===== src/rtl/owdh_pkg.sv =====
package owdh_pkg;

  // Per-cycle strobes from control to datapath.
  typedef struct packed {
    logic loadTx;      // capture wrData into the transmit shifter
    logic advTx;       // shift the transmit shifter by one bit
    logic startPulse;  // begin pulling the line low
    logic endShort;    // short-pulse release point
    logic endLong;     // long-pulse release point
    logic capRx;       // capture synchronised line into receive shifter
    logic isRead;      // current transfer is a read
  } strobe_t;

endpackage


===== src/rtl/owdh_ctrl.sv =====
module owdh_ctrl
  import owdh_pkg::*;
#(
  parameter int SLOT_CYC  = 16,
  parameter int ONE_LOW   = 4,
  parameter int ZERO_LOW  = 13,
  parameter int SAMPLE_AT = 10,
  parameter int DATA_W    = 8
) (
  input  logic    clk,
  input  logic    rst,
  input  logic    reqWrite,
  input  logic    reqRead,
  output logic    busy,
  output logic    done,
  output strobe_t stb
);
  localparam int CW = $clog2(SLOT_CYC);
  localparam int BW = (DATA_W > 1) ? $clog2(DATA_W) : 1;

  typedef enum logic {ST_IDLE, ST_RUN} state_t;

  state_t        state;
  logic [CW-1:0] slotCnt;
  logic [BW-1:0] bitIdx;
  logic          opRead;
  logic          doneQ;

  logic accept, running, slotEnd, lastBit, byteEnd;

  assign running = (state == ST_RUN);
  assign accept  = (state == ST_IDLE) && (reqWrite || reqRead);
  assign slotEnd = running && (slotCnt == CW'(SLOT_CYC - 1));
  assign lastBit = (bitIdx == BW'(DATA_W - 1));
  assign byteEnd = slotEnd && lastBit;

  always_ff @(posedge clk) begin
    if (rst) begin
      state   <= ST_IDLE;
      slotCnt <= '0;
      bitIdx  <= '0;
      opRead  <= 1'b0;
      doneQ   <= 1'b0;
    end else begin
      doneQ <= byteEnd;
      if (accept) begin
        state   <= ST_RUN;
        slotCnt <= '0;
        bitIdx  <= '0;
        opRead  <= !reqWrite;   // write wins a tie
      end else if (running) begin
        if (slotEnd) begin
          slotCnt <= '0;
          if (lastBit) begin
            state  <= ST_IDLE;
            bitIdx <= '0;
          end else begin
            bitIdx <= bitIdx + BW'(1);
          end
        end else begin
          slotCnt <= slotCnt + CW'(1);
        end
      end
    end
  end

  always_comb begin
    stb            = '0;
    stb.loadTx     = accept && reqWrite;
    stb.advTx      = slotEnd;
    stb.startPulse = accept || (slotEnd && !lastBit);
    stb.endShort   = running && (slotCnt == CW'(ONE_LOW - 1));
    stb.endLong    = running && (slotCnt == CW'(ZERO_LOW - 1));
    stb.capRx      = running && opRead && (slotCnt == CW'(SAMPLE_AT));
    stb.isRead     = accept ? !reqWrite : opRead;
  end

  assign busy = running;
  assign done = doneQ;


  done_single_chk: assert property (@(posedge clk) disable iff (rst)
    done |=> !done);


  done_at_end_chk: assert property (@(posedge clk) disable iff (rst)
    done |-> (!busy && $past(busy)));


  busy_hold_chk: assert property (@(posedge clk) disable iff (rst)
    (busy && !byteEnd) |=> (busy && $stable(opRead)));

endmodule


===== src/rtl/owdh_dpath.sv =====
module owdh_dpath
  import owdh_pkg::*;
#(
  parameter int SLOT_CYC    = 16,
  parameter int ONE_LOW     = 4,
  parameter int ZERO_LOW    = 13,
  parameter int DATA_W      = 8,
  parameter int SYNC_STAGES = 2
) (
  input  logic              clk,
  input  logic              rst,
  input  strobe_t           stb,
  input  logic [DATA_W-1:0] wrData,
  input  logic              lineIn,
  output logic [DATA_W-1:0] rdData,
  output logic              lineDrvEn
);
  localparam int LW = $clog2(SLOT_CYC) + 1;

  logic [DATA_W-1:0]      txShift;
  logic [DATA_W-1:0]      rxShift;
  logic                   drvQ;
  logic [SYNC_STAGES-1:0] syncQ;
  logic                   lineSync;

  // Synchroniser chain; idle level of the line is high.
  genvar gi;
  generate
    for (gi = 0; gi < SYNC_STAGES; gi++) begin : g_sync
      if (gi == 0) begin : g_first
        always_ff @(posedge clk) begin
          if (rst) syncQ[0] <= 1'b1;
          else     syncQ[0] <= lineIn;
        end
      end else begin : g_next
        always_ff @(posedge clk) begin
          if (rst) syncQ[gi] <= 1'b1;
          else     syncQ[gi] <= syncQ[gi-1];
        end
      end
    end
  endgenerate
  assign lineSync = syncQ[SYNC_STAGES-1];

  always_ff @(posedge clk) begin
    if (rst) begin
      txShift <= '0;
    end else if (stb.loadTx) begin
      txShift <= wrData;
    end else if (stb.advTx) begin
      txShift <= {txShift[DATA_W-2:0], 1'b0};
    end
  end

  always_ff @(posedge clk) begin
    if (rst) begin
      rxShift <= '0;
    end else if (stb.capRx) begin
      rxShift <= {rxShift[DATA_W-2:0], lineSync};
    end
  end

  // Open-drain pull: set at slot start, cleared at the short or long point.
  always_ff @(posedge clk) begin
    if (rst) begin
      drvQ <= 1'b0;
    end else if (stb.startPulse) begin
      drvQ <= 1'b1;
    end else if (stb.endShort && (stb.isRead || txShift[DATA_W-1])) begin
      drvQ <= 1'b0;
    end else if (stb.endLong) begin
      drvQ <= 1'b0;
    end
  end

  assign lineDrvEn = drvQ;
  assign rdData    = rxShift;

  // Checker counter: length of the current low pull.
  logic [LW-1:0] hiLen;
  always_ff @(posedge clk) begin
    if (rst)       hiLen <= '0;
    else if (drvQ) hiLen <= hiLen + LW'(1);
    else           hiLen <= '0;
  end


  pulse_width_chk: assert property (@(posedge clk) disable iff (rst)
    (!drvQ && hiLen != '0) |-> (hiLen == LW'(ONE_LOW) || hiLen == LW'(ZERO_LOW)));


  read_short_chk: assert property (@(posedge clk) disable iff (rst)
    (stb.isRead && !drvQ && hiLen != '0) |-> (hiLen == LW'(ONE_LOW)));

endmodule


===== src/rtl/onewire_dbg_host.sv =====
module onewire_dbg_host
  import owdh_pkg::*;
#(
  parameter int SLOT_CYC    = 16,
  parameter int ONE_LOW     = 4,
  parameter int ZERO_LOW    = 13,
  parameter int SAMPLE_AT   = 10,
  parameter int DATA_W      = 8,
  parameter int SYNC_STAGES = 2
) (
  input  logic              clk,
  input  logic              rst,
  input  logic              reqWrite,
  input  logic              reqRead,
  input  logic [DATA_W-1:0] wrData,
  output logic [DATA_W-1:0] rdData,
  output logic              busy,
  output logic              done,
  output logic              lineDrvEn,
  input  logic              lineIn
);
  strobe_t stb;

  owdh_ctrl #(
    .SLOT_CYC(SLOT_CYC), .ONE_LOW(ONE_LOW), .ZERO_LOW(ZERO_LOW),
    .SAMPLE_AT(SAMPLE_AT), .DATA_W(DATA_W)
  ) u_ctrl (
    .clk(clk), .rst(rst), .reqWrite(reqWrite), .reqRead(reqRead),
    .busy(busy), .done(done), .stb(stb)
  );

  owdh_dpath #(
    .SLOT_CYC(SLOT_CYC), .ONE_LOW(ONE_LOW), .ZERO_LOW(ZERO_LOW),
    .DATA_W(DATA_W), .SYNC_STAGES(SYNC_STAGES)
  ) u_dpath (
    .clk(clk), .rst(rst), .stb(stb), .wrData(wrData), .lineIn(lineIn),
    .rdData(rdData), .lineDrvEn(lineDrvEn)
  );


  idle_release_chk: assert property (@(posedge clk) disable iff (rst)
    !busy |-> !lineDrvEn);


  slot_start_chk: assert property (@(posedge clk) disable iff (rst)
    $rose(busy) |-> lineDrvEn);

endmodule


===== config.mk =====
export PLATFORM = sky130hd
export DESIGN_NAME = onewire_dbg_host
export DESIGN_NICKNAME = d
export VERILOG_FILES = /design/src/rtl/owdh_pkg.sv /design/src/rtl/owdh_ctrl.sv /design/src/rtl/owdh_dpath.sv /design/src/rtl/onewire_dbg_host.sv
export SDC_FILE = /design/constraint.sdc
export NUM_CORES = 1
export LEC_CHECK = 0
export BUFFER_PORTS_ARGS = -buffer_cell sky130_fd_sc_hd__buf_2
export CORE_MARGIN = 5
export CORE_UTILIZATION = 30
export DETAILED_ROUTE_END_ITERATION = 10
export PLACE_DENSITY = 0.53
export SYNTH_ARGS = -nofsm -noshare
export SYNTH_HDL_FRONTEND = slang
export SYNTH_HIERARCHICAL = 1
export SYNTH_SLANG_ARGS = --single-unit

===== constraint.sdc =====
create_clock -name clk -period 4.5 [get_ports clk]
set_clock_uncertainty 0.15 [all_clocks]
set_input_delay 0.675 -clock clk [delete_from_list [all_inputs] [get_ports clk]]
set_output_delay 0.675 -clock clk [all_outputs]
set_load 0.01 [all_outputs]

# [Yosys cells after proc, flatten, opt, wreduce, memory -nomap -nowiden]
# Cells that the tools add are included.
[op_classes] n_eq_ne=5 mux=12 reduce_logical=19 addsub=2 bitwise=1
[ops] cell="two-way mux 8 bit" n=2
[ops] cell="== test 4 bit (second input constant)" n=3
[ops] cell="logical AND 1 bit" n=10
[ops] cell="two-way mux 1 bit" n=8
[ops] cell="adder 4 x 1 -> 4 bit (second input constant)" n=1
[ops] cell="== test 4 x 2 -> 1 bit (second input constant)" n=1
[ops] cell="two-way mux 4 bit" n=1
[ops] cell="adder 3 x 1 -> 3 bit (second input constant)" n=1
[ops] cell="== test 3 bit (second input constant)" n=1
[ops] cell="logical OR 1 bit" n=3
[ops] cell="two-way mux 3 bit" n=1
[ops] cell="nonzero test 3 bit" n=1
[ops] cell="logical NOT 1 bit" n=2
[ops] cell="AND reduction 2 bit" n=1
[ops] cell="nonzero test 2 bit" n=1
[ops] cell="OR reduction 2 bit" n=1
[ops] cell="NOT 1 bit" n=1
[totals] in_bits=13 elab_cells=49 out_inout_bits=11 register_bits=29

# [Depth between registers and ports, before layout]
# Gate-level depths: netlist of run 1.
[depth] depth_word=7 mapped_depth=7

# [Modules after synthesis]
# Netlist of run 1, hierarchy kept.
[by_module_without_submodules] mod="owdh_dpath" n_inst=1 area_each_um2=745.7 seq_area_each_um2=380.4 cells_each=70
[by_module_without_submodules] mod="owdh_ctrl" n_inst=1 area_each_um2=498.0 seq_area_each_um2=200.2 cells_each=56

# [Worst setup path before layout of run 1]
# OpenSTA, ideal clock, no wires.
[synth_timing] path_type="register to register" startpoint="reg u_ctrl.slotCnt[0]" endpoint="reg u_dpath.txShift[0]" required_ns=4.284 stages_incl_launch_ff=8 slack_ns=2.777 t_arrival_ns=1.507 cell_sequence="dfxtp_1 > ha_1 > nand4_4 > inv_1 > buf_4 > buf_6 > or3b_1 > a21oi_2"
[synth_via] elab_chain_len=3
[synth_rtl] item="from (decl)" line="owdh_ctrl.sv:24" rtl="logic [CW-1:0] slotCnt;"
[synth_rtl] item="from (signal assigned)" line="owdh_ctrl.sv:61" rtl="slotCnt <= slotCnt + CW'(1);"
[synth_rtl] item="== test 4 bit" line="owdh_ctrl.sv:33" rtl="assign slotEnd = running && (slotCnt == CW'(SLOT_CYC - 1));"
[synth_rtl] item="logical AND 1 bit" line="owdh_ctrl.sv:33"
[synth_rtl] item="via u_ctrl.slotEnd" line="owdh_ctrl.sv:29" rtl="logic accept, running, slotEnd, lastBit, byteEnd;"
[synth_rtl] item="nonzero test 2 bit (no source line)"
[synth_rtl] item="to (signal assigned)" line="owdh_dpath.sv:49" rtl="txShift <= wrData;"
[synth_rtl] item="to (signal assigned)" line="owdh_dpath.sv:51" rtl="txShift <= {txShift[DATA_W-2:0], 1'b0};"
[synth_rtl] item="to (decl)" line="owdh_dpath.sv:20" rtl="logic [DATA_W-1:0] txShift;"
# The timed path passes the listed nets, and every way through them passes these cells.
# A chain may end at the register's enable or synchronous reset.

==> results by group, run 1 <==
Status
  – Status: finished clean

Logic synthesis
  – Ys flop type: dfxtp_1
  – Most frequent cell after synthesis: dfxtp_1
  – Top-area cell type share of the netlist area: 0.467
  – Post-Syn Area: 0.00124 mm²
  – Synth area leaders: dfxtp_1 (47%), mux2i_1 (13%), ha_1 (5.0%)
  – Syn Nets: 144
  – Top cells by count, synth: dfxtp_1 (29), mux2i_1 (16), nor2_1 (14)
  – Synth cell types: 29
  – Yosys warning count: 6
  – Largest area contributor in the netlist: dfxtp_1
  – Synthesized-area fraction occupied by adder cells: 0.0503
  – Multiplexer share of the synthesized area: 0.129
  – Mapped Avg Cell Area: 9.87 µm²
  – Largest family of logic cells by synthesized area: simple AND/OR/NAND/NOR gates
  – Synthesized flop and latch total: 29
  – Ys async rst share: 0
  – Xor/xnor share of the synthesized area: 0.0141
  – EDFF count, synth: 0
  – Cells after Synth: 126
  – Compound-gate portion of the synthesized area: 0.102
  – Synth Area in Simple Gates: 0.189
  – Sequential fraction of the synthesis area: 0.467

Critical path
  – CP Capture Type: flop
  – Crit path max fanout: 12
  – Reg-to-reg slack, setup: 2.47 ns
  – CP required: 4.49 ns
  – CP startpoint kind: flop
  – Data arrival, critical path: 2.02 ns
  – R2r worst-path depth: 4
  – Crit Path Category: flop to flop

STA
  – Setup TNS: 0 ns
  – FMAX: 494 MHz
  – Fin. Hold Viols: 0
  – Final setup viols: 0
  – Max_slew headroom: 0.432
  – Pins Over Slew Limit: 0
  – Setup WS post-layout: 2.47 ns
  – RSZ-0062 raised after global routing: no
  – Hold WS: 0.255 ns
  – Fin crit period: 2.03 ns
  – Final period util: 0.450
  – Least-Margin Pin Slew: 0.849 ns

Die
  – Die X: 74.4 µm
  – Core area: 0.00400 mm²
  – Full die area: 0.00553 mm²
  – Initial Util: 0.311
  – Boundary pin count: 24
  – Std cell rows: 23
  – Die Y-Extent: 74.4 µm

Clocking
  – Clk slew on worst S/H paths: 0.06 ns
  – Clk root buf: clkbuf_8
  – Maximum clock path buffer count: 2
  – # clock sinks: 29
  – CTS Hold Bufs: 0
  – Worst skew pair latency: 0.27 ns
  – CTS tree: done
  – # resized after CTS: 0
  – Htree depth: 2
  – Cts bufs inserted: 5
  – Setup Buffers After CTS: 0

Detailed routing
  – Via count: 927
  – Vias per inst: 4.64
  – Drt total wl: 2.44 mm
  – # DRC: 0
  – TritonRoute pass-1 iters: 4
  – ANT nets after route: 0
  – Routed WL per cell: 12.2 µm
  – Initial DRC count: 22

Pwr
  – Power per cell area: 349 mW/mm²
  – Max rail drop VDD: 0.166 mV
  – Static Leak: 0.000590 µW

Cells and area
  – P&R area growth vs syn: 18.1%
  – Ratio of cells with drive above 1 in the final layout: 0.227
  – Final nets: 168
  – Antenna Cells: 0
  – Post-Route Utilization: 0.367

Job
  – Max cap viols: 0

Global routing
  – Largest net degree at the start of global routing: 25
  – Vias in the first global route: 921
  – Grt ovf: 0
  – Initial antenna violation count: 0
  – First-pass GRT wire length: 4.09 mm
  – Gr usage total: 0.0974

Placement
  – Port bufs: 23
  – Pre-CTS setup slack: 2.40 ns
  – Routability cong.: 0.742
  – Dpl hpwl: 1.80 mm

Hold path
  – Hold/Removal Path Class: flop to flop
  – WHS Path Cells: 1
==> sequential cells by signal (all words and copies together), names as in the netlist <==
| signal | flops |
|---|---|
| u_ctrl/bitIdx | 3 |
| u_ctrl/done | 1 |
| u_dpath/lineDrvEn | 1 |
| u_dpath/lineSync | 1 |
| u_dpath/txShift | 8 |
| u_ctrl/slotCnt | 4 |
| u_dpath/syncQ | 1 |
| u_ctrl/opRead | 1 |
| u_ctrl/busy | 1 |
| u_dpath/rdData | 8 |
==> metal layers <==
| metal | global-route usage | share of wire | wire length [µm] |
|---|---|---|---|
| met2 | 0.168 | 0.49 | 1200 |
| met5 | 0 | 0 | 0 |
| met3 | 0.0405 | 0.059 | 145 |
| met4 | 0.0356 | 0.010 | 25 |
| met1 | 0.107 | 0.44 | 1070 |
==> logic make-up after synthesis <==
| logic type | count (synthesis) |
|---|---|
| AOI/OAI and AO/OA | 18 |
| xor gates and xnor gates | 2 |
| adders and majority gates | 5 |
| buffers and inverters | 12 |
| DFF | 29 |
| muxes | 16 |
| and+or+nand+nor | 44 |
==> worst max-delay path, stage by stage (launching register included) <==
cell and delay (ns):
dfxtp_1 0.60, nand4_1 0.16, nor2_1 0.67, mux2i_1 0.27
nor2_1 0.05
==> cells in the final DEF (no fill, tap or decap) <==
cell,netlist,routed
dfxtp_1,29,29
buf_2,4,23
mux2i_1,16,16
nor2_1,14,14
nand2_1,9,9
nor2b_1,8,8
a211oi_1,7,7
clkbuf_8,0,6
inv_1,5,5
ha_1,5,5
a21oi_1,4,4
nor3_1,3,3
nand4_1,2,2
a21oi_2,2,2
xor2_1,2,2
or2_1,2,2
clkbuf_1,0,1
nand4_4,1,1
o22ai_1,1,1
and4_2,1,1
o21bai_1,1,1
or3_1,1,1
nand3_1,1,1
a221oi_1,1,1
or3b_1,1,1
inv_2,1,1
o21ai_0,1,1
nor3b_1,1,1
a22o_1,1,1
==> stage by stage <==
stage | cell area (µm²) | total power (µW) | std cells
3_5_place_dp | 1380 | 312 | 193
6_report | 1470 | 512 | 200
4_1_cts | 1470 | 523 | 200
2_1_floorplan | 1240 | 299 | 126
5_1_grt | 1470 | 538 | 200
3_3_place_gp | 1380 | 310 | 193
==> final timing paths <==
kind / end / startpoint
setup / recovery: u_dpath/rdData[4] / u_ctrl/busy
hold / removal: u_dpath/lineSync / u_dpath/syncQ[0]
setup reg to reg: u_dpath/rdData[4] / u_ctrl/busy
hold reg to reg: u_dpath/lineSync / u_dpath/syncQ[0]
==> where the power goes <==
group	total, µW	internal (µW)	switching, µW
combinational	33.4	15.4	17.9
sequential	272	266	6.54
clock	206	121	85.4
==> area by class of cell <==
cell class / instances / area (µm²)
Multi-Input combinational cell: 85 / 602
Timing Repair Buffer: 23 / 115
Tap cell: 50 / 62.6
Fill cell: 412 / 2530
Inverter: 6 / 22.5
Clock buffer: 7 / 86.3
Sequential cell: 29 / 581
No activity file was read; power rests on OpenSTA's default activity.
==> run 2: changes to the inputs <==
==> constraint.sdc (replaced) <==
create_clock -name clk -period 2.1 [get_ports clk]
set_clock_uncertainty 0.15 [all_clocks]
set_input_delay 0.315 -clock clk [delete_from_list [all_inputs] [get_ports clk]]
set_output_delay 0.315 -clock clk [all_outputs]
set_load 0.01 [all_outputs]
==> run 2 against run 1 <==
Compared with the run above: total power up 140%; sequential share of layout area down 1.2 points; critical path depth up 1; non-clock buffer count up 2; first-iteration DRC count unchanged; hold slack worse by 0.19 ns; cell area up 3.1%; clock power rose to 2.8 times the previous value; core utilization up 1.1 points; sequential cell count unchanged.
==> results by group, run 2 (synthesis results as in run 1) <==
Detailed routing
  – TritonRoute pass-1 iters: 4
  – ANT nets after route: 0
  – Via count: 948
  – Drt total wl: 2.45 mm
  – # DRC: 0
  – Initial DRC count: 22
  – Routed WL per cell: 12.1 µm
  – Vias per inst: 4.67

Die
  – Std cell rows: 23
  – Boundary pin count: 24
  – Full die area: 0.00553 mm²
  – Die X: 74.4 µm
  – Core area: 0.00400 mm²
  – Die Y-Extent: 74.4 µm
  – Initial Util: 0.311

Critical path
  – CP required: 2.12 ns
  – CP Cell Sequence: ha_1 -> nand4_4 -> inv_1 -> mux2i_1 -> a211oi_1
  – Data arrival, critical path: 1.93 ns
  – Highest-delay cell along the critical path: inv_1
  – R2R Path End: u_dpath/txShift[6]
  – Crit path max fanout: 13
  – CP startpoint kind: flop
  – R2R Path Start: u_ctrl/slotCnt[1]
  – Critical Path Max Stage Delay: 0.42 ns
  – Crit Path Category: flop to flop
  – CP Capture Type: flop
  – Reg-to-reg slack, setup: 0.19 ns
  – R2r worst-path depth: 5

Pwr
  – Sw Share: 0.200
  – Seq pwr share: 0.472
  – Int Power: 990 µW
  – Comb pwr share: 0.060
  – Static Leak: 0.000615 µW
  – Power per cell area: 817 mW/mm²
  – Switching power: 247 µW
  – Max rail drop VDD: 0.480 mV
  – Power share of the clock group: 0.468

Clocking
  – # resized after CTS: 0
  – Setup Buffers After CTS: 0
  – Cts bufs inserted: 5
  – CTS Hold Bufs: 0
  – Maximum clock path buffer count: 2
  – Clk root buf: clkbuf_8
  – # clock sinks: 29
  – Htree depth: 2
  – Worst skew pair latency: 0.27 ns
  – CTS tree: done
  – Clk slew on worst S/H paths: 0.06 ns

Cells and area
  – Commonest non-fill, non-tap cell in the layout: dfxtp_1
  – Final instance area: 0.00151 mm²
  – FF+latch area: 581 µm²
  – Fillers: 393
  – Ratio of cells with drive above 1 in the final layout: 0.242
  – Antenna Cells: 0
  – P&R area growth vs syn: 21.7%
  – Final nets: 170
  – Multi-input gate area: 602 µm²
  – Post-Route Utilization: 0.378
  – Commonest cells after routing, fill and taps aside: dfxtp_1 (29), buf_2 (23), mux2i_1 (16), nor2_1 (14), nand2_1 (9)

Hold path
  – Hold/Removal Path Class: input port to flop
  – Hold path endpoint: u_dpath/syncQ[0]
  – HP Start: lineIn
  – WHS Path Cells: 2

Global routing
  – Gr usage total: 0.0959
  – First-pass GRT wire length: 3.88 mm
  – Vias in the first global route: 845
  – Largest net degree at the start of global routing: 25
  – Grt ovf: 0
  – Initial antenna violation count: 0

STA
  – RSZ-0062 raised after global routing: no
  – Final setup viols: 0
  – Setup TNS: 0 ns
  – Fin. Hold Viols: 0
  – Least-Margin Pin Slew: 0.610 ns
  – Pins Over Slew Limit: 0
  – FMAX: 523 MHz
  – Final period util: 0.910
  – Fin crit period: 1.91 ns
  – Max_slew headroom: 0.592

Placement
  – Placed Area: 0.00140 mm²
  – Routability cong.: 0.800
  – Dpl hpwl: 1.80 mm
  – Port bufs: 23

Job
  – Max cap viols: 0

Status
  – Status: finished clean
## run 2: changes by cell type in the layout (fill, tap and decap cells not counted)
cell       previous run  this run
bufinv_16             0         1
buf_4                 0         2
## run 2: power groups by stage
stage / logic, µW / clock network [µW] / registers [µW]
5_1_grt: 83.2 / 634 / 586
6_report: 74.4 / 579 / 584
4_1_cts: 75.6 / 602 / 583
3_3_place_gp: 73.7 / 0 / 594
3_5_place_dp: 75.0 / 0 / 596
2_1_floorplan: 48.8 / 0 / 591
## run 2: cell type report
type | instances | share of cell area
clock buffers | 7 | 0.0570
clock inverters | 1 | 0.0198
inverters | 6 | 0.0149
multi-input cells | 85 | 0.398
flip-flops and latches | 29 | 0.383
well taps | 50 | 0.0413
repair buffers | 25 | 0.0860
## run 2: worst max path at each step
stage          slack, ns                  to              start
6_report            0.19  u_dpath/txShift[6]  u_ctrl/slotCnt[1]
2_1_floorplan       0.38  u_dpath/txShift[0]  u_ctrl/slotCnt[0]
5_1_grt             0.05  u_dpath/txShift[6]  u_ctrl/slotCnt[1]
4_1_cts             0.22  u_dpath/txShift[6]  u_ctrl/slotCnt[1]
3_3_place_gp        0.30  u_dpath/txShift[1]  u_ctrl/slotCnt[1]
3_5_place_dp        0.24  u_dpath/txShift[6]  u_ctrl/slotCnt[1]
## run 2: per-stage QoR
step / power (µW) / std cells / hold slack [ns] / worst slack (ns)
6_report: 1240 / 203 / 0.0685 / 0.190
5_1_grt: 1300 / 203 / 0.0570 / 0.0520
4_1_cts: 1260 / 203 / 0.0608 / 0.224
3_5_place_dp: 671 / 195 / 0.247 / 0.245
3_3_place_gp: 668 / 195 / 0.236 / 0.302
2_1_floorplan: 640 / 126 / 0.233 / 0.377
## run 2: worst max-delay path: cells and delay by family, from the launching register on
| family | cells | cell delay [ns] |
|---|---|---|
| buf+inv | 1 | 0.42 |
| flops | 1 | 0.41 |
| compound gates | 1 | 0.29 |
| fa+ha+maj | 1 | 0.25 |
| simple gates | 1 | 0.15 |
| mux | 1 | 0.14 |
## run 2: layer usage
| layer | part of all wire | up-vias | track usage | wire length [µm] |
|---|---|---|---|---|
| li1 | - | 485 | - | - |
| met1 | 0.45 | 423 | 0.116 | 1100 |
| met2 | 0.46 | 35 | 0.138 | 1130 |
| met3 | 0.076 | 5 | 0.0514 | 187 |
| met4 | 0.014 | 0 | 0.0494 | 35 |
| met5 | 0 | - | 0 | 0 |
